`src/rtl/tick_src_pkg.sv`:
```
package tick_src_pkg;

  typedef enum logic [2:0] {
    SEL_STOP     = 3'd0,
    SEL_DIV1     = 3'd1,
    SEL_DIV8     = 3'd2,
    SEL_DIV64    = 3'd3,
    SEL_DIV256   = 3'd4,
    SEL_DIV1024  = 3'd5,
    SEL_EXT_FALL = 3'd6,
    SEL_EXT_RISE = 3'd7
  } clkSel_e;

  localparam int NUM_TAPS = 4;
  localparam int TAP_IDX_W = $clog2(NUM_TAPS);

  // Strobe-enable bundle from control to datapath.
  typedef struct packed {
    logic                 runAll;
    logic                 useTap;
    logic [TAP_IDX_W-1:0] tapIdx;
    logic                 extRise;
    logic                 extFall;
  } tickCtl_t;

  // log2 of the divide ratio of each prescaler tap
  function automatic int tapBits(input int idx);
    case (idx)
      0:       return 3;
      1:       return 6;
      2:       return 8;
      default: return 10;
    endcase
  endfunction

endpackage

```
`src/rtl/tick_src_ctrl.sv`:
```
module tick_src_ctrl
  import tick_src_pkg::*;
(
  input  logic [2:0] selIn,
  output tickCtl_t   ctlOut
);

  always_comb begin
    ctlOut = '0;
    case (clkSel_e'(selIn))
      SEL_STOP:     ctlOut = '0;
      SEL_DIV1:     ctlOut.runAll = 1'b1;
      SEL_DIV8, SEL_DIV64, SEL_DIV256, SEL_DIV1024: begin
        ctlOut.useTap = 1'b1;
        ctlOut.tapIdx = TAP_IDX_W'(selIn - 3'd2);
      end
      SEL_EXT_FALL: ctlOut.extFall = 1'b1;
      SEL_EXT_RISE: ctlOut.extRise = 1'b1;
      default:      ctlOut = '0;
    endcase
  end

endmodule

```
`src/rtl/tick_src_dp.sv`:
```
module tick_src_dp
  import tick_src_pkg::*;
#(
  parameter int PRE_W       = 10,
  parameter int SYNC_STAGES = 2
) (
  input  logic     clk,
  input  logic     rstN,
  input  tickCtl_t ctlIn,
  input  logic     extPin,
  output logic     tickOut
);

  logic [PRE_W-1:0]       preCnt;
  logic [NUM_TAPS-1:0]    tapWrap;
  logic [SYNC_STAGES-1:0] syncReg;
  logic                   lvlPrev;
  logic                   syncLvl;
  logic                   riseEv;
  logic                   fallEv;
  logic                   tickNext;

  // Free-running prescaler, never gated by the selection
  always_ff @(posedge clk or negedge rstN) begin
    if (!rstN) preCnt <= '0;
    else       preCnt <= preCnt + PRE_W'(1);
  end

  // One wrap detector per divide tap
  for (genvar g = 0; g < NUM_TAPS; g++) begin : gTap
    localparam int TB = tapBits(g);
    localparam logic [PRE_W-1:0] TAP_MASK = PRE_W'((1 << TB) - 1);
    assign tapWrap[g] = ((preCnt & TAP_MASK) == TAP_MASK);
  end

  // Synchroniser followed by edge detector
  always_ff @(posedge clk or negedge rstN) begin
    if (!rstN) begin
      syncReg <= '0;
      lvlPrev <= 1'b0;
    end else begin
      syncReg <= {syncReg[SYNC_STAGES-2:0], extPin};
      lvlPrev <= syncReg[SYNC_STAGES-1];
    end
  end

  assign syncLvl = syncReg[SYNC_STAGES-1];
  assign riseEv  = syncLvl & ~lvlPrev;
  assign fallEv  = ~syncLvl & lvlPrev;

  assign tickNext = ctlIn.runAll
                  | (ctlIn.useTap  & tapWrap[ctlIn.tapIdx])
                  | (ctlIn.extRise & riseEv)
                  | (ctlIn.extFall & fallEv);

  always_ff @(posedge clk or negedge rstN) begin
    if (!rstN) tickOut <= 1'b0;
    else       tickOut <= tickNext;
  end

endmodule

```
`src/rtl/tick_src.sv`:
```
module tick_src
  import tick_src_pkg::*;
#(
  parameter int PRE_W       = 10,
  parameter int SYNC_STAGES = 2
) (
  input  logic       clk,
  input  logic       rstN,
  input  logic [2:0] selIn,
  input  logic       extPin,
  output logic       tickOut
);

  tickCtl_t tickCtl;

  tick_src_ctrl uCtrl (
    .selIn (selIn),
    .ctlOut(tickCtl)
  );

  tick_src_dp #(
    .PRE_W      (PRE_W),
    .SYNC_STAGES(SYNC_STAGES)
  ) uDp (
    .clk    (clk),
    .rstN   (rstN),
    .ctlIn  (tickCtl),
    .extPin (extPin),
    .tickOut(tickOut)
  );

endmodule

```
`config.mk`:
```
export PLATFORM = sky130hd
export DESIGN_NAME = tick_src
export DESIGN_NICKNAME = d
export VERILOG_FILES = /design/src/rtl/tick_src_pkg.sv /design/src/rtl/tick_src_ctrl.sv /design/src/rtl/tick_src_dp.sv /design/src/rtl/tick_src.sv
export SDC_FILE = /design/constraint.sdc
export NUM_CORES = 1
export LEC_CHECK = 0
export ABC_AREA = 1
export BUFFER_PORTS_ARGS = -buffer_cell sky130_fd_sc_hd__buf_2
export CORE_MARGIN = 4
export CORE_UTILIZATION = 25
export CTS_CLUSTER_DIAMETER = 200
export DETAILED_ROUTE_END_ITERATION = 10
export PLACE_DENSITY_LB_ADDON = 0.12
export SYNTH_ARGS = -nofsm -noshare
export SYNTH_HDL_FRONTEND = slang
export SYNTH_SLANG_ARGS = --single-unit
```
`constraint.sdc`:
```
create_clock -name clk -period 1.5 [get_ports clk]
set_input_delay 0.225 -clock clk [delete_from_list [all_inputs] [get_ports clk]]
set_output_delay 0.225 -clock clk [all_outputs]
set_load 0.03 [all_outputs]
```
**Word-level counts from Yosys, hierarchy flattened**

Cells that the tools add are included.

- Flip-flop bits (word level): 14
- Input bits: 6
- Word-level logic and storage cells: 35

- Bitwise gates (word level): 10
- Reduce and logical (&&, ||, !) cells: 1
- $lt $le $gt $ge: 1
- Equality and inequality tests: 11
- Add/sub/neg operators: 2
- Mux-type cells: 6

Operator list:

| cell | number |
|---|---|
| $eq 3x3->1 const B | 5 |
| $add 10x1->10 const B | 1 |
| $eq 10x10->1 const B | 1 |
| $eq 8x8->1 const B | 1 |
| $eq 3x2->1 const B | 2 |
| $eq 6x6->1 const B | 1 |
| $and 1x1->1 | 5 |
| $mux 1 | 4 |
| $reduce_or 4->1 | 1 |
| $eq 3x1->1 const B | 1 |
| $lt 2x3->1 const B | 1 |
| $mux 3 | 1 |
| $or 1x1->1 | 3 |
| $bmux 1 s2 | 1 |
| $not 1->1 | 2 |
| $sub 2x2->2 const B | 1 |

**Logic depth before layout (Yosys ltp)**

- Depth in word-level cells: 9
- Gate-level depth with buffers: 8
- Depth with buffers taken out: 8

**Hierarchy**

Synthesis repeated with hierarchy kept, for this count alone.

- Cells, all modules: 72
- Area, all modules: 673.1 µm²

Modules (own cells, without submodules):

| module | area each (µm²) | cells an instance | seq. area each (µm²) | times used |
|---|---|---|---|---|
| tick_src_dp | 620.6 | 60 | 350.3 | 1 |
| tick_src_ctrl | 52.6 | 12 | 0.0 | 1 |

**Worst setup path after synthesis**

Ideal clock, no wire load.

- Path type: register to register
- Start point: register uDp.preCnt[0]
- End point: register uDp.tickOut
- Required time: 1.383 ns
- Arrival time: 1.080 ns
- Slack: 0.302 ns
- Cell stages (with the launch flop): 9
- Path through: dfrtp_1 > ha_1 > ha_1 > nand3_1 > nand2_1 > inv_1 > nand2_1 > nand2_1 > a21oi_2

- Longest elaborated chain between the ends: 7

RTL lines:

| item | RTL line | RTL |
|---|---|---|
| start, declared | tick_src_dp.sv:14 | `logic [PRE_W-1:0] preCnt;` |
| start signal, assigned | tick_src_dp.sv:26 | `else preCnt <= preCnt + PRE_W'(1);` |
| $eq 10x10->1 (tied with other cells) | tick_src_dp.sv:33 | `assign tapWrap[g] = ((preCnt & TAP_MASK) == TAP_MASK);` |
| $bmux 1 s2 (*) | tick_src_dp.sv:52 | `\| (ctlIn.useTap & tapWrap[ctlIn.tapIdx])` |
| $mux 1 (implied by the code) (*) | tick_src_dp.sv:52 |  |
| $and 1x1->1 (*) | tick_src_dp.sv:52 |  |
| $or 1x1->1 (*) | tick_src_dp.sv:52 |  |
| $or 1x1->1 (*) | tick_src_dp.sv:53 | `\| (ctlIn.extRise & riseEv)` |
| $or 1x1->1 (*) | tick_src_dp.sv:54 | `\| (ctlIn.extFall & fallEv);` |
| named net uDp.tickNext | tick_src_dp.sv:21 | `logic tickNext;` |
| end signal, assigned | tick_src_dp.sv:58 | `else tickOut <= tickNext;` |
| end, declared | tick_src_dp.sv:11 | `output logic tickOut` |

The timed path passes the listed nets; every way through them passes the cells marked *. The select of a mux whose other input is x is not followed.

**Final worst setup path**

Same ends and word-level chain as after synthesis.

==> results.md <==
* Mean Syn Cell Area at a little under 9 sq um
* Die height at around 59 microns
* Vias per cell at roughly 3.8
* Final core occ at 0.3005
* Inserted Clock Buffers at 3
* Internal power at 0.4928 mW
* CTS tree: done
* Detailed Route WL at 1034 microns
* Sequential power share at 0.608
* Core Rows at 18
* Worst reg-to-reg setup slack at around 0.19 ns
* Die width at 58.77 microns
* Startpoint types: flip-flop
* Pwr per Cell Area at 852.4 mW/mm^2
* Crit path max fanout at 5
* Worst slack, placed at roughly 0.18 ns
* Initial DRC Count at 3
* Cells after Synth at between 70 and 80
* DR pass1 iterations at 2
* Mapped Area at between 600 and 700 sq um
* CP endpoint kind: flip-flop
* Final Critical Period at between 1 and 1.5 ns
* Die Area at 0.003454 sq mm
* Worst-Margin Slew at around 0.33 ns
* ANT nets after route at 0
* Syn Nets at between 80 and 90
* Final Setup Violations at 0
* Seq/Total Area, Yosys at 0.5437
* Sw frac at 0.2235
* FF-to-FF Start: uDp.preCnt[0]$_DFF_PN0_
* IO buf count at 6
* Area grow syn2layout at 15.53%
* Drt wl/cell at ~9.1 microns
* Logic pwr share at 0.071
* Final Hold Fails at 0
* Pleak at 0.3884 nW
* Most common cell after layout, fill and taps aside: nand2_1
* Root Driver: clkbuf_4
* RR Endpoint: uDp.tickOut$_DFF_PN0_
* Insertion delay to the later sink of the worst-skew pair at around 0.27 ns
* Maximum vdd drop at ~530 uV
* DRC at 0
* WP data required at approximately 1.7 ns
* Synth unique cells at 13
* Vias at 429
* Setup TNS at 0 ns
* Top cell type's share of synthesized area at 0.5437
* Switching power at 0.1418 mW
* HP Start: extPin
* Max H-tree Level at 1
* Clock power share at 0.321
* Layout Nets at 94
* CTS clk-pin slew, worst paths at 0.08 ns
* Io pins at 7
* Worst Hold End: uDp.syncReg[0]$_DFF_PN0_
* Vias in the first global route at ~440
* CORE AREA at between 0.002 and 0.0025 sq mm
* Setup Buffers After CTS at 0
* Critical Path AT at between 1 and 1.5 ns
* Max Fclk at roughly 0.77 GHz
* Clk sinks at 14
* Max Cap Viol at 0
* Synth warn at 0
* Critical path class: reg2reg
* Filler cell count at 263
* Half-perimeter wire length after placement at around 800 microns
* Final worst clock skew at between 0.005 and 0.006 ns
* Unrepaired setup endpoints after global routing: no
* First-pass GRT wire length at between 1500 and 2000 microns
* GRT Overall Usage at 0.07720
* Antenna violations before repair at 0
* Max clock buf depth at 2
* Slew HR at 0.7827
* Share of layout cells above drive strength 1 at 0.1667
* Initial core utilization at 0.2601
* Synth area leaders: dfrtp_1 54%, nand2_1 15%, inv_1 8.2%
* R2R depth at 8
* Status: completed
* N_diodes at 0
* Hold WC Path Type: in2reg
* Setup ws final at around 0.2 ns
* Placer Congestion at approximately 0.66
* Commonest cells after routing, fill and taps aside: 25 x nand2_1, 14 x inv_1, 14 x dfrtp_1
* Worst Hold Depth at 1
* Seq cells post-synth at 14
* Fin crit share at 0.8702
* Largest net degree at the start of global routing at 15
* GR Overflow Total at 0
* Fin. max-slew vios at 0
* Cell taking the most area after synthesis: dfrtp_1
==> worst max-delay path, stage by stage (launching register included) <==
cell	delay, ns
dfrtp_1	0.43
ha_1	0.24
ha_1	0.21
nand3_1	0.09
nand2_1	0.05
inv_1	0.04
nand2_1	0.04
nand2_1	0.06
a21oi_2	0.03
==> power by group through the flow <==
| stage | logic (mW) | registers, mW | clock network (mW) |
|---|---|---|---|
| after floorplan | 0.0172 | 0.399 | 0 |
| after global placement | 0.0448 | 0.394 | 0 |
| after detailed placement | 0.0447 | 0.394 | 0 |
| after CTS | 0.0466 | 0.386 | 0.222 |
| after global routing | 0.0525 | 0.387 | 0.236 |
| final | 0.0449 | 0.386 | 0.204 |
==> cells in the mapped netlist <==
cell	n
nor2_1	4
nand4_1	1
nor3_1	1
xnor2_1	2
a21oi_2	1
dfrtp_1	14
xor2_1	4
nand2_1	25
nand2_2	1
inv_1	14
nand3_1	2
nor2_2	3
ha_1	2
==> flip-flops by register name (all words and copies together), names as in the netlist <==
register,flops
uDp.preCnt,10
uDp.syncReg,2
uDp.lvlPrev,1
uDp.tickOut,1
==> layout make-up <==
cell class | instances | area (sq um) | share of cell area
Multi-Input combinational cell | 46 | 241.5 | 0.3244
Timing Repair Buffer | 7 | 40.04 | 0.05378
Tap cell | 30 | 37.54 | 0.05042
Sequential cell | 14 | 350.3 | 0.4706
Inverter | 14 | 52.55 | 0.07059
Clock buffer | 3 | 22.52 | 0.03025
==> worst max-delay path by stage <==
stage / endpoint / startpoint / slack [ns] / cells after the start
final: uDp.tickOut$_DFF_PN0_ / uDp.preCnt[0]$_DFF_PN0_ / 0.19 / 8
after global routing: uDp.tickOut$_DFF_PN0_ / uDp.preCnt[0]$_DFF_PN0_ / 0.06 / 8
after CTS: uDp.tickOut$_DFF_PN0_ / uDp.preCnt[0]$_DFF_PN0_ / 0.17 / 8
after detailed placement: uDp.tickOut$_DFF_PN0_ / uDp.preCnt[0]$_DFF_PN0_ / 0.18 / 8
after global placement: uDp.tickOut$_DFF_PN0_ / uDp.preCnt[0]$_DFF_PN0_ / 0.19 / 8
after floorplan: uDp.tickOut$_DFF_PN0_ / uDp.preCnt[0]$_DFF_PN0_ / 0.30 / 8
==> timing repair <==
item | 4_1_cts | 5_1_grt
gates resized for setup | 0 | 0
hold buffers | 1 | 0
endpoints found under the hold margin | 14 | 0
setup endpoints to repair | 0 | 0
==> routing by layer <==
metal | part of all wire | routed length, microns | track usage
met4 | 0.020 | 21 | 0.03883
met2 | 0.40 | 415 | 0.09937
met1 | 0.51 | 526 | 0.1000
met5 | 0 | 0 | 0
met3 | 0.068 | 70 | 0.04605
==> kinds of logic (layout without fill, tap and decap cells) <==
| family | count (synthesis) | count (layout) | synth area share |
|---|---|---|---|
| AND/OR/NAND/NOR | 37 | 37 | 0.2408 |
| adder cells (fa/ha/maj) | 2 | 2 | 0.03883 |
| flip-flops | 14 | 14 | 0.5437 |
| buffers and inverters | 14 | 24 | 0.08155 |
| XOR/XNOR | 6 | 6 | 0.08155 |
| AO/OA/AOI/OAI | 1 | 1 | 0.01359 |
==> stage by stage <==
step                hold WS (ns)  cells  total power, mW  cell area [sq um]
finish                   0.05758    114           0.6346              744.5
global placement          0.1455    110           0.4384              711.9
floorplan               -0.07059     74           0.4162              644.4
detailed placement        0.1487    110           0.4384              711.9
CTS                      0.04420    114           0.6547              744.5
global route             0.03611    114           0.6758              744.5
No activity file was read; power rests on OpenSTA's default activity.
